## config.mk

```make
export PLATFORM = sky130hd
export DESIGN_NAME = mpwm_channel
export DESIGN_NICKNAME = d
export VERILOG_FILES = /design/src/rtl/mpwm_pkg.sv /design/src/rtl/mpwm_cfg.sv /design/src/rtl/mpwm_seq.sv /design/src/rtl/mpwm_wave.sv /design/src/rtl/mpwm_channel.sv
export SDC_FILE = /design/constraint.sdc
export NUM_CORES = 1
export LEC_CHECK = 0
export ABC_AREA = 1
export ABC_CLOCK_PERIOD_IN_PS = 14900
export BUFFER_PORTS_ARGS = -buffer_cell sky130_fd_sc_hd__buf_2
export CORE_MARGIN = 1
export CORE_UTILIZATION = 60
export CTS_BUF_LIST = sky130_fd_sc_hd__clkbuf_8
export CTS_CLUSTER_DIAMETER = 100
export DETAILED_ROUTE_END_ITERATION = 6
export PLACE_DENSITY = 0.88
export SYNTH_ARGS = -nofsm -noshare
export SYNTH_HDL_FRONTEND = slang
export SYNTH_HIERARCHICAL = 1
export SYNTH_SLANG_ARGS = --single-unit
```

## constraint.sdc

```tcl
create_clock -name clk -period 14.9 [get_ports clk]
set_input_delay 2.98 -clock clk [delete_from_list [all_inputs] [get_ports clk]]
set_output_delay 2.98 -clock clk [all_outputs]
set_load 0.02 [all_outputs]
```

## src/rtl/mpwm_pkg.sv

```systemverilog
package mpwm_pkg;
  typedef enum logic [1:0] {
    SPR_NONE = 2'b00,
    SPR_4    = 2'b01,
    SPR_32   = 2'b10,
    SPR_RSVD = 2'b11
  } spread_e;

  typedef enum logic [1:0] {
    ST_IDLE = 2'b00,
    ST_WAIT = 2'b01,
    ST_RUN  = 2'b10
  } seq_e;
endpackage

```

## src/rtl/mpwm_cfg.sv

```systemverilog
module mpwm_cfg #(
  parameter int MAX_RES = 12,
  parameter int MIN_RES = 7,
  parameter int RW      = 4
) (
  input  logic [RW-1:0]      res_i,
  input  logic [1:0]         spread_i,
  input  logic [MAX_RES-1:0] duty_i,
  input  logic [MAX_RES-1:0] delay_i,
  output logic [RW-1:0]      res_o,
  output logic [2:0]         slot_log2_o,
  output logic [MAX_RES-1:0] pmax_o,
  output logic [MAX_RES-1:0] duty_o,
  output logic [MAX_RES-1:0] delay_o
);
  import mpwm_pkg::*;

  localparam logic [RW-1:0] RES_LO = RW'(MIN_RES);
  localparam logic [RW-1:0] RES_HI = RW'(MAX_RES);
  localparam logic [MAX_RES:0] ONE = (MAX_RES+1)'(1);

  logic [MAX_RES:0] period;
  logic [MAX_RES:0] full;
  logic [MAX_RES:0] lim;
  logic [MAX_RES-1:0] dly_m;

  always_comb begin
    if (res_i < RES_LO)      res_o = RES_LO;
    else if (res_i > RES_HI) res_o = RES_HI;
    else                     res_o = res_i;

    case (spread_e'(spread_i))
      SPR_4:   slot_log2_o = 3'd2;
      SPR_32:  slot_log2_o = 3'd5;
      default: slot_log2_o = 3'd0;
    endcase

    period = ONE << res_o;
    full   = period - ONE;
    lim    = (slot_log2_o == 3'd0) ? full : (period >> slot_log2_o);
    dly_m  = delay_i & full[MAX_RES-1:0];

    pmax_o  = full[MAX_RES-1:0];
    duty_o  = duty_i & full[MAX_RES-1:0];
    delay_o = ({1'b0, dly_m} > lim) ? lim[MAX_RES-1:0] : dly_m;
  end
endmodule

```

## src/rtl/mpwm_seq.sv

```systemverilog
module mpwm_seq #(
  parameter int W = 12
) (
  input  logic         clk,
  input  logic         rst,
  input  logic         en,
  input  logic [W-1:0] delay_i,
  input  logic [W-1:0] pmax_i,
  output logic         run_o,
  output logic         wait_o,
  output logic [W-1:0] cnt_o
);
  import mpwm_pkg::*;

  seq_e         st_q;
  logic [W-1:0] dcnt_q;
  logic [W-1:0] cnt_q;

  always_ff @(posedge clk) begin
    if (rst || !en) begin
      st_q   <= ST_IDLE;
      dcnt_q <= '0;
      cnt_q  <= '0;
    end else begin
      case (st_q)
        ST_IDLE: begin
          cnt_q <= '0;
          if (delay_i == '0) begin
            st_q <= ST_RUN;
          end else begin
            st_q   <= ST_WAIT;
            dcnt_q <= delay_i;
          end
        end
        ST_WAIT: begin
          if (dcnt_q <= W'(1)) begin
            st_q  <= ST_RUN;
            cnt_q <= '0;
          end else begin
            dcnt_q <= dcnt_q - W'(1);
          end
        end
        ST_RUN:  cnt_q <= (cnt_q >= pmax_i) ? '0 : cnt_q + W'(1);
        default: st_q <= ST_IDLE;
      endcase
    end
  end

  assign run_o  = (st_q == ST_RUN);
  assign wait_o = (st_q == ST_WAIT);
  assign cnt_o  = cnt_q;


  wait_to_run_chk: assert property (@(posedge clk) disable iff (rst)
    (st_q == ST_WAIT && dcnt_q == W'(1) && en) |=> (st_q == ST_RUN && cnt_q == '0));


  idle_on_disable_chk: assert property (@(posedge clk) disable iff (rst)
    !en |=> (st_q == ST_IDLE));
endmodule

```

## src/rtl/mpwm_wave.sv

```systemverilog
module mpwm_wave #(
  parameter int W  = 12,
  parameter int RW = 4
) (
  input  logic          clk,
  input  logic          rst,
  input  logic          run_i,
  input  logic [W-1:0]  cnt_i,
  input  logic [RW-1:0] res_i,
  input  logic [2:0]    slot_log2_i,
  input  logic [W-1:0]  duty_i,
  output logic          hi_o
);
  localparam logic [W-1:0] ONE = W'(1);

  logic [W-1:0]  base;
  logic [W-1:0]  rem;
  logic [RW-1:0] shamt;
  logic [W-1:0]  slot_idx;
  logic [W-1:0]  offs;
  logic [W:0]    slot_hi;

  always_comb begin
    base     = duty_i >> slot_log2_i;
    rem      = duty_i & ((ONE << slot_log2_i) - ONE);
    shamt    = res_i - RW'(slot_log2_i);
    slot_idx = cnt_i >> shamt;
    offs     = cnt_i & ((ONE << shamt) - ONE);
    slot_hi  = {1'b0, base} + ((slot_idx < rem) ? (W+1)'(1) : (W+1)'(0));
    hi_o     = run_i && ({1'b0, offs} < slot_hi);
  end


  zero_duty_low_chk: assert property (@(posedge clk) disable iff (rst)
    (duty_i == '0) |-> !hi_o);
endmodule

```

## src/rtl/mpwm_channel.sv

```systemverilog
module mpwm_channel #(
  parameter int MAX_RES = 12,
  parameter int MIN_RES = 7,
  parameter int RW      = 4
) (
  input  logic               clk,
  input  logic               rst,
  input  logic               en,
  input  logic [RW-1:0]      res_sel,
  input  logic [1:0]         spread_sel,
  input  logic [MAX_RES-1:0] duty,
  input  logic [MAX_RES-1:0] delay,
  input  logic               alt_sel,
  output logic               pwm_pri,
  output logic               pwm_alt
);
  logic [RW-1:0]      res_n;
  logic [2:0]         slot_log2;
  logic [MAX_RES-1:0] pmax;
  logic [MAX_RES-1:0] duty_m;
  logic [MAX_RES-1:0] delay_m;
  logic               run;
  logic               waiting;
  logic [MAX_RES-1:0] cnt;
  logic               hi;
  logic               pri_q;
  logic               alt_q;

  mpwm_cfg #(.MAX_RES(MAX_RES), .MIN_RES(MIN_RES), .RW(RW)) u_cfg (
    .res_i(res_sel), .spread_i(spread_sel), .duty_i(duty), .delay_i(delay),
    .res_o(res_n), .slot_log2_o(slot_log2), .pmax_o(pmax),
    .duty_o(duty_m), .delay_o(delay_m)
  );

  mpwm_seq #(.W(MAX_RES)) u_seq (
    .clk(clk), .rst(rst), .en(en), .delay_i(delay_m), .pmax_i(pmax),
    .run_o(run), .wait_o(waiting), .cnt_o(cnt)
  );

  mpwm_wave #(.W(MAX_RES), .RW(RW)) u_wave (
    .clk(clk), .rst(rst), .run_i(run), .cnt_i(cnt), .res_i(res_n),
    .slot_log2_i(slot_log2), .duty_i(duty_m), .hi_o(hi)
  );

  always_ff @(posedge clk) begin
    if (rst) begin
      pri_q <= 1'b0;
      alt_q <= 1'b0;
    end else begin
      pri_q <= en && hi && !alt_sel;
      alt_q <= en && hi && alt_sel;
    end
  end

  assign pwm_pri = pri_q;
  assign pwm_alt = alt_q;


  one_pin_chk: assert property (@(posedge clk) disable iff (rst)
    $onehot0({pri_q, alt_q}));


  off_when_disabled_chk: assert property (@(posedge clk) disable iff (rst)
    !en |=> (!pri_q && !alt_q));


  low_during_wait_chk: assert property (@(posedge clk) disable iff (rst)
    waiting |=> (!pri_q && !alt_q));
endmodule

```

After elaboration in Yosys (flattened, before gate mapping)
Index checks and enable logic that the tools add are counted.
{ "word_totals": {"romBits": 0, "latchBits": 0, "ramBits": 0, "input_bits": 34, "memories": 0, "output_inout_bits": 2, "register_bits": 28} }
{ "classes": {"magnitude_cmp": 7, "shift": 6, "n_mux": 15, "n_mul": 0, "n_reduce_logical": 15, "n_bitwise": 5, "addsub": 7, "div_mod_pow": 0, "n_eq_ne": 7} }
{ "ops": {"columns": ["cell", "n"], "rows": [
  ["$mux W12", 5],
  ["$and A12 B12 Y12", 4],
  ["$pmux W12 S3", 1],
  ["$sub A12 B1 Y12 const B", 3],
  ["$pmux W12 S2", 1],
  ["$add A12 B13 Y13", 1],
  ["$gt A12 B13 Y1", 1],
  ["$lt A12 B13 Y1", 1],
  ["$mux W13", 1],
  ["$shl A1 B4 Y13 const A", 1],
  ["$shr A13 B3 Y13", 1],
  ["$sub A13 B1 Y13 const B", 1],
  ["$add A12 B1 Y12 const B", 1],
  ["$ge A12 B12 Y1", 1],
  ["$le A12 B1 Y1 const B", 1],
  ["$logic_not A12 Y1", 1],
  ["$lt A12 B12 Y1", 1],
  ["$shl A1 B3 Y12 const A", 1],
  ["$shl A1 B4 Y12 const A", 1],
  ["$shr A12 B3 Y12", 1],
  ["$shr A12 B4 Y12", 1],
  ["$mux W4", 2],
  ["$ne A2 B2 Y1 const B", 3],
  ["$pmux W2 S3", 1],
  ["other kinds (18)", 26]
]} }

Logic depth before layout (Yosys ltp)
Gate-level depths: netlist of run 1.
{ "logic_depth": {"word_depth": 14, "mapped_depth": 36, "depth_no_buf": 34} }

Cells and area by module
The synthesis of run 1 kept the hierarchy.
{ "by_module_without_submodules": {"columns": ["mod", "area_per_inst_um2", "cells_each", "n_inst"], "rows": [
  ["mpwm_wave", 2100.8, 360, 1],
  ["mpwm_seq", 2028.2, 334, 1],
  ["mpwm_cfg", 1231.2, 262, 1],
  ["mpwm_channel", 66.3, 9, 1]
]} }

Worst setup path before layout of run 1
Ideal clock, no wire load.
{ "synth_timing": {"path_kind": "input-to-reg", "startpoint": "in res_sel[3]", "endpoint": "reg alt_q, in the netlist pwm_alt", "setup_time_ns": 0.064, "cell_stages": 33, "slack_ns": 7.327, "t_arrival_ns": 7.509, "n_path_buf": 2, "t_required_ns": 14.836, "cell_sequence": "buf_4 > inv_1 > nor2_2 > nor2_1 > inv_1 > ha_1 > fa_1 > clkbuf_1 > nor2_1 > inv_1 > o22ai_1 > nor2_1 > a211oi_1 > ha_1 > a21oi_1 > nor2_1 > a211oi_1 > o221ai_1 > a21oi_1 > ha_1 > ha_1 > nand2_2 > nor2_8 > nand2_1 > xor2_1 > ha_1 > a21oi_1 > o21ai_0 > nand4_1 > nand3_1 > nor2_1 > nand2_1 > nor2_1"} }
{ "synth_via": {"elab_chain_cells": 14, "word_cells_on_any_way": 21, "cone_classes": "add/sub: 4; order compare: 4; shift: 4; mux: 3; bitwise: 3; reduce/logical: 3"} }
{ "synth_lines": {"columns": ["item", "line_no", "rtl"], "rows": [
  ["start: declaration", "mpwm_channel.sv:9", "input logic [RW-1:0] res_sel,"],
  ["$gt A4 B4 Y1", "mpwm_cfg.sv:29", "else if (res_i > RES_HI) res_o = RES_HI;"],
  ["$mux W4", "mpwm_cfg.sv:29", null],
  ["$mux W4 (*)", "mpwm_cfg.sv:28", "if (res_i < RES_LO) res_o = RES_LO;"],
  ["via res_n[0]", "mpwm_channel.sv:17", "logic [RW-1:0] res_n;"],
  ["$shl A1 B4 Y13", "mpwm_cfg.sv:38", "period = ONE << res_o;"],
  ["$sub A13 B1 Y13", "mpwm_cfg.sv:39", "full = period - ONE;"],
  ["$and A12 B12 Y12", "mpwm_cfg.sv:44", "duty_o = duty_i & full[MAX_RES-1:0];"],
  ["$and A12 B12 Y12", "mpwm_wave.sv:25", "rem = duty_i & ((ONE << slot_log2_i) - ONE);"],
  ["$lt A12 B12 Y1", "mpwm_wave.sv:29", "slot_hi = {1'b0, base} + ((slot_idx < rem) ? (W+1)'(1) : (W+1)'(0));"],
  ["$mux W1", "mpwm_wave.sv:29", null],
  ["$add A12 B13 Y13", "mpwm_wave.sv:29", null],
  ["$lt A12 B13 Y1 (*)", "mpwm_wave.sv:30", "hi_o = run_i && ({1'b0, offs} < slot_hi);"],
  ["$logic_and A1 B1 Y1 (*)", "mpwm_wave.sv:30", null],
  ["via hi", "mpwm_channel.sv:25", "logic hi;"],
  ["$logic_and A1 B1 Y1 (*) (2 in series)", "mpwm_channel.sv:51", "alt_q <= en && hi && alt_sel;"],
  ["end signal: assignment", "mpwm_channel.sv:51", null],
  ["end: declaration", "mpwm_channel.sv:27", "logic alt_q;"]
]} }
The timed path passes the listed nets; every way through them passes the cells marked *.
A chain may end at the register's enable or synchronous reset.

Final worst setup path of run 1
{ "layout_timing": {"startpoint": "in spread_sel[0]", "endpoint": "reg pri_q, in the netlist pwm_pri"} }
{ "layout_via": {"elab_chain_cells": 12, "word_cells_on_any_way": 19, "cone_classes": "add/sub: 4; order compare: 2; eq/ne: 2; shift: 4; mux: 2; bitwise: 2; reduce/logical: 3"} }
{ "layout_lines": {"columns": ["item", "line_no", "rtl"], "rows": [
  ["start: declaration", "mpwm_channel.sv:10", "input logic [1:0] spread_sel,"],
  ["$eq A2 B2 Y1 / $eq A2 B1 Y1 (equally long branches)", "mpwm_cfg.sv:32", "case (spread_e'(spread_i))"],
  ["$pmux W3 S2 (*)", "mpwm_cfg.sv:32", null],
  ["via slot_log2[0]", "mpwm_channel.sv:18", "logic [2:0] slot_log2;"],
  ["$shl A1 B3 Y12", "mpwm_wave.sv:25", null],
  ["$sub A12 B1 Y12", "mpwm_wave.sv:25", null],
  ["$and A12 B12 Y12", "mpwm_wave.sv:25", null],
  ["$lt A12 B12 Y1", "mpwm_wave.sv:29", null],
  ["$mux W1", "mpwm_wave.sv:29", null],
  ["$add A12 B13 Y13", "mpwm_wave.sv:29", null],
  ["$lt A12 B13 Y1 (*)", "mpwm_wave.sv:30", null],
  ["$logic_and A1 B1 Y1 (*)", "mpwm_wave.sv:30", null],
  ["via hi", "mpwm_channel.sv:25", null],
  ["$logic_and A1 B1 Y1 (*) (2 in series)", "mpwm_channel.sv:50", "pri_q <= en && hi && !alt_sel;"],
  ["end signal: assignment", "mpwm_channel.sv:50", null],
  ["end: declaration", "mpwm_channel.sv:26", "logic pri_q;"]
]} }
Marked as above.

==> summary.txt, run 1 <==
Slowest cell on crit path - xnor2_1
total CTS buffers - 3
CTS tree - yes
power per cell area - 62.36 nW/µm²
PortBufs - 35
die width - 97.10 µm
pin count of the biggest net entering global routing - 45
remaining global-route overflow - 0
met2 Track Usage GR - 49.02%
met3 usage - 3.094%
Cell variety after synth - 42
ranking of synthesized cells by area - nand2_1 (19%), ha_1 (13%), dfxtp_1 (10%), inv_1 (9.6%), nand3_1 (8.4%)
Required @ worst endpoint - 15.12 ns
Setup Buffers After CTS - 0
IO Pins - 36
Leakage Power - 3.043 nW
status - complete, but fails checks
unrepaired setup endpoints after global routing - no
Clock Skews - 0.01204 ns
clk slew on worst S/H paths - 0.11 ns
clk buf depth - 2
post-DR vias/cell - 5.601
# Max-Cap Violations - 0
Avg WL per Cell - 13.08 µm
Fmax - 0.1106 GHz
first-pass GRT wire length - 23990 µm
Final HPWL DP - 11410 µm
final period utilization - 60.70%
Pwr Total - 350.4 µW
total wire length - 14220 µm
die area - 9428 µm²
H-tree lvl count - 1
RD Place Congestion - 0.9587
CTS Sinks - 28
Layout Utilization - 64.43%
First-pass DRT Iterations - 7
Syn Area/Cell - 5.623 µm²
Hold/Removal Path Class - reg -> reg
fraction of layout cells with a size suffix above 1 - 11.04%
Core ar. - 8721 µm²
Yosys reg bits - 28
# setup viols final - 0
maximum vdd drop - 0.05440 mV
crit path DAT - 9.27 ns
failing checks - DRC
Hold Buf Count CTS - 0
fillers - 846
Tmin final - 9.044 ns
Final Slew Violations - 0
Placement Rows - 34
Crit path top cell by count - ha_1
Total GRT Usage - 30.29%
DRC violations left - 2
Setup CP Type - in -> reg
vias in the first global route - 5291
worst-path fanout max - 44
synthesis-to-layout area growth - 3.551%
CP max stage delay - 0.71 ns
Synth top area share - 19.02%
chip height - 97.10 µm
Final nets - 1072
leading cell type in the layout, fill and taps excluded - nand2_1
GR Util met1 - 41.90%
worst skew pair latency - 0.29 ns
Relative slew margins - 42.37%
Post-Syn Area - 5426 µm²
Final ANT Viol Nets - 0
crit end category - register
synth warn - 6
Tightest Pin Transition - 0.8583 ns
Setup TNS Final - 0 ns
most frequent cells in the layout - nand2_1 (275), inv_1 (139), nor2_1 (114)
Hold Fails Final Rpt - 0
global route hottest layer - met2
Synth Instances - 965
Vias - 6088
Synth area leader - nand2_1
Starting DRT DRC Count - 539
clock root cell - clkbuf_8
startpoint types - input pin
PostCTS Resize Cnt - 0
sequential fraction of the synthesis area - 10.33%
initial antenna violation count - 1
Starting Density - 62.22%
==> stage by stage <==
stage,setup WS (ns),hold slack (ns),cells,cell area (µm²)
3_5_place_dp,5.701,0.4817,1082,5545
3_3_place_gp,5.863,0.4738,1082,5545
4_1_cts,5.995,0.4992,1086,5617
5_1_grt,5.191,0.5260,1087,5619
2_1_floorplan,7.327,0.4551,973,5456
6_report,5.856,0.5057,1087,5619
==> sequential cells by signal, indices dropped and copies added, names as in the netlist <==
name and flops:
pwm_alt 1, u_seq/dcnt_q 12, u_seq/cnt_o 12, pwm_pri 1, u_seq/st_q 2
==> layer usage <==
layer  up-vias  part of all wire, %
met5         -                    0
met4         0                  2.5
li1       3079                    -
met3        32                  7.4
met2       288                   45
met1      2689                   45
==> cell usage after synthesis, drive strengths merged <==
cell    instances
nand2         301
inv           146
nor2          128
nand3         103
ha             58
a21oi          48
o21ai          42
dfxtp          28
buf            20
clkbuf         17
nand4          14
nor3           10
xor2            7
a211oi          6
xnor2           5
nand3b          4
or2             4
a21o            3
clkinv          3
o221ai          3
o22ai           3
o31ai           3
conb            2
mux2i           2
o211ai          2
a22oi           1
and3            1
fa              1
==> kinds of logic after synthesis <==
group | share of synthesized area [%]
other | 0.1384
AND/OR/NAND/NOR | 47.27
XOR/XNOR | 1.937
adder cells (fa/ha/maj) | 13.74
flip-flops | 10.33
multiplexers | 0.3689
AO/OA/AOI/OAI | 11.28
buffers and inverters | 14.94
==> cell type report <==
| class | instances | area [µm²] | share of cell area (%) |
|---|---|---|---|
| diodes | 1 | 2.502 | 0.04453 |
| clock buffers | 3 | 41.29 | 0.7348 |
| inverters | 149 | 564.3 | 10.04 |
| flip-flops and latches | 28 | 560.5 | 9.976 |
| multi-input cells | 759 | 4088 | 72.75 |
| well taps | 108 | 135.1 | 2.405 |
| clock inverters | 1 | 30.03 | 0.5344 |
| repair buffers | 38 | 197.7 | 3.518 |
==> where the power goes <==
part | internal (mW) | leakage (nW) | switching [mW] | total [mW]
logic | 0.0671 | 2.78 | 0.136 | 0.204
registers | 0.0788 | 0.227 | 0.00481 | 0.0836
clock network | 0.0361 | 0.0357 | 0.0272 | 0.0632
==> final timing paths <==
| path | slack, ns | cells past startpoint | end | start |
|---|---|---|---|---|
| worst min register to register | 0.51 | 2 | u_seq/dcnt_q[6] | u_seq/dcnt_q[6] |
| worst max register to register | 10.38 | 24 | pwm_pri | u_seq/cnt_o[6] |
| worst max-delay path | 5.86 | 29 | pwm_pri | spread_sel[0] |
| worst min-delay path | 0.51 | 2 | u_seq/dcnt_q[6] | u_seq/dcnt_q[6] |
==> worst max-delay path, delay by kind of cell <==
| family | cells | cell delay (ns) |
|---|---|---|
| XOR/XNOR | 2 | 0.86 |
| adder cells (fa/ha/maj) | 6 | 1.63 |
| buffers and inverters | 5 | 1.60 |
| AO/OA/AOI/OAI | 7 | 1.29 |
| AND/OR/NAND/NOR | 9 | 0.89 |
Note: power is estimated with default switching activity, not from simulation.
==> inputs of run 2 (changes only) <==
--- a/config.mk
+++ b/config.mk
@@ -6,7 +6,7 @@
 export NUM_CORES = 1
 export LEC_CHECK = 0
 export ABC_AREA = 1
-export ABC_CLOCK_PERIOD_IN_PS = 14900
+export ABC_CLOCK_PERIOD_IN_PS = 8400
 export BUFFER_PORTS_ARGS = -buffer_cell sky130_fd_sc_hd__buf_2
 export CORE_MARGIN = 1
 export CORE_UTILIZATION = 60
==> constraint.sdc (replaced) <==
create_clock -name clk -period 8.4 [get_ports clk]
set_input_delay 1.68 -clock clk [delete_from_list [all_inputs] [get_ports clk]]
set_output_delay 1.68 -clock clk [all_outputs]
set_load 0.02 [all_outputs]
==> summary.txt, run 2 (same netlist as run 1, synthesis figures left out) <==
status - finished, final reports clean
CP max stage delay - 0.79 ns
Hold Buf Count CTS - 0
startpoint types - input pin
unrepaired setup endpoints after global routing - no
Finished Layout Cells - 1087
dpl cells - 1083
remaining global-route overflow - 0
pre-CTS setup slack - 1.266 ns
# Max-Cap Violations - 0
clock network power share - 17.7%
Vias - 5970
worst-path fanout max - 12
Switching Fraction - 47.50%
Clock Skews - 0.01328 ns
Psw - 292.7 µW
CTS tree - yes
final period utilization - 82.87%
Tightest Pin Transition - 0.5145 ns
CP Launch Point - res_sel[3]
Starting Density - 62.22%
RD Place Congestion - 0.9885
leading cell type in the layout, fill and taps excluded - nand2_1
first-pass GRT wire length - 23230 µm
clk slew on worst S/H paths - 0.11 ns
clk buf depth - 2
Required @ worst endpoint - 8.62 ns
synthesis-to-layout area growth - 3.643%
pin count of the biggest net entering global routing - 43
worst r2r path cells - 24
H-tree lvl count - 1
Core ar. - 8721 µm²
hold path start - u_seq/dcnt_q[6]
worst skew pair latency - 0.28 ns
Total GRT Usage - 29.17%
Reg power frac - 24.0%
First-pass DRT Iterations - 7
PostCTS Resize Cnt - 0
Final ANT Viol Nets - 0
Starting DRT DRC Count - 498
vias in the first global route - 5226
die area - 9428 µm²
die width - 97.10 µm
Worst R2R Start - u_seq/cnt_o[6]
Final HPWL DP - 10900 µm
Setup CP Type - in -> reg
Slowest cell on crit path - fa_1
Pwr Total - 616.2 µW
fin area - 5624 µm²
total wire length - 13670 µm
RR Endpoint - pwm_pri
maximum vdd drop - 0.07613 mV
Avg WL per Cell - 12.57 µm
Placement Rows - 34
DRC violations left - 0
CP endpoint - pwm_pri
total CTS buffers - 3
Leakage Power - 3.047 nW
Setup WS post-layout - 1.439 ns
Relative slew margins - 65.70%
PortBufs - 35
# setup viols final - 0
Area after DPL - 5553 µm²
clock root cell - clkbuf_8
R2R Setup Slk - 4.01 ns
Tmin final - 6.961 ns
initial antenna violation count - 0
Final nets - 1073
Hold Fails Final Rpt - 0
Final Slew Violations - 0
crit end category - register
Hold/Removal Path Class - reg -> reg
power per cell area - 109.6 nW/µm²
CTS Sinks - 28
crit path DAT - 7.18 ns
post-DR vias/cell - 5.492
IO Pins - 36
fraction of layout cells with a size suffix above 1 - 11.13%
chip height - 97.10 µm
Fmax - 0.1437 GHz
combinational share of power - 58.3%
Setup Buffers After CTS - 0
Int Pwr - 323.5 µW
most frequent cells in the layout - nand2_1 (275), inv_1 (139), nor2_1 (114)
Setup TNS Final - 0 ns
# diodes - 0
==> run 2: worst min path at each step <==
stage	endpoint	slack [ns]	depth (start not counted)
6_report	u_seq/dcnt_q[6]	0.50	2
3_3_place_gp	u_seq/dcnt_q[6]	0.48	2
4_1_cts	u_seq/dcnt_q[10]	0.49	2
5_1_grt	u_seq/dcnt_q[8]	0.54	2
2_1_floorplan	u_seq/dcnt_q[10]	0.46	2
3_5_place_dp	u_seq/dcnt_q[10]	0.48	2
==> run 2: area by class of cell <==
cell class | instances | area, µm²
Tap cell | 108 | 135.1
Multi-Input combinational cell | 759 | 4088
Fill cell | 855 | 3097
Timing Repair Buffer | 39 | 205.2
Clock buffer | 3 | 41.29
Sequential cell | 28 | 560.5
Inverter | 149 | 564.3
Clock inverter | 1 | 30.03
==> run 2: through the flow <==
step | hold slack, ns | utilization (%)
final | 0.4962 | 64.49
after CTS | 0.4947 | 64.49
after detailed placement | 0.4800 | 63.67
after floorplan | 0.4551 | -
after global placement | 0.4769 | 63.67
after global routing | 0.5392 | 64.49
==> run 2: routing by layer <==
metal  global-route usage, %  part of all wire [%]
met5                       0                     0
met4                   8.266                   1.9
met3                   2.878                   7.0
met2                   47.29                    45
met1                   40.95                    46
==> run 2: critical path: cells and delay by family <==
kind / cells / cell delay [ns]
compound gates: 8 / 1.45
xor+xnor: 1 / 0.15
fa+ha+maj: 6 / 2.06
buf+inv: 4 / 0.69
simple gates: 12 / 1.16
==> run 2: power by group through the flow <==
| stage | Combinational (mW) | Clock (mW) | Sequential [mW] |
|---|---|---|---|
| floorplan | 0.292 | 0 | 0.148 |
| global placement | 0.344 | 0 | 0.151 |
| detailed placement | 0.349 | 0 | 0.151 |
| CTS | 0.351 | 0.109 | 0.148 |
| global route | 0.407 | 0.114 | 0.149 |
| finish | 0.359 | 0.109 | 0.148 |
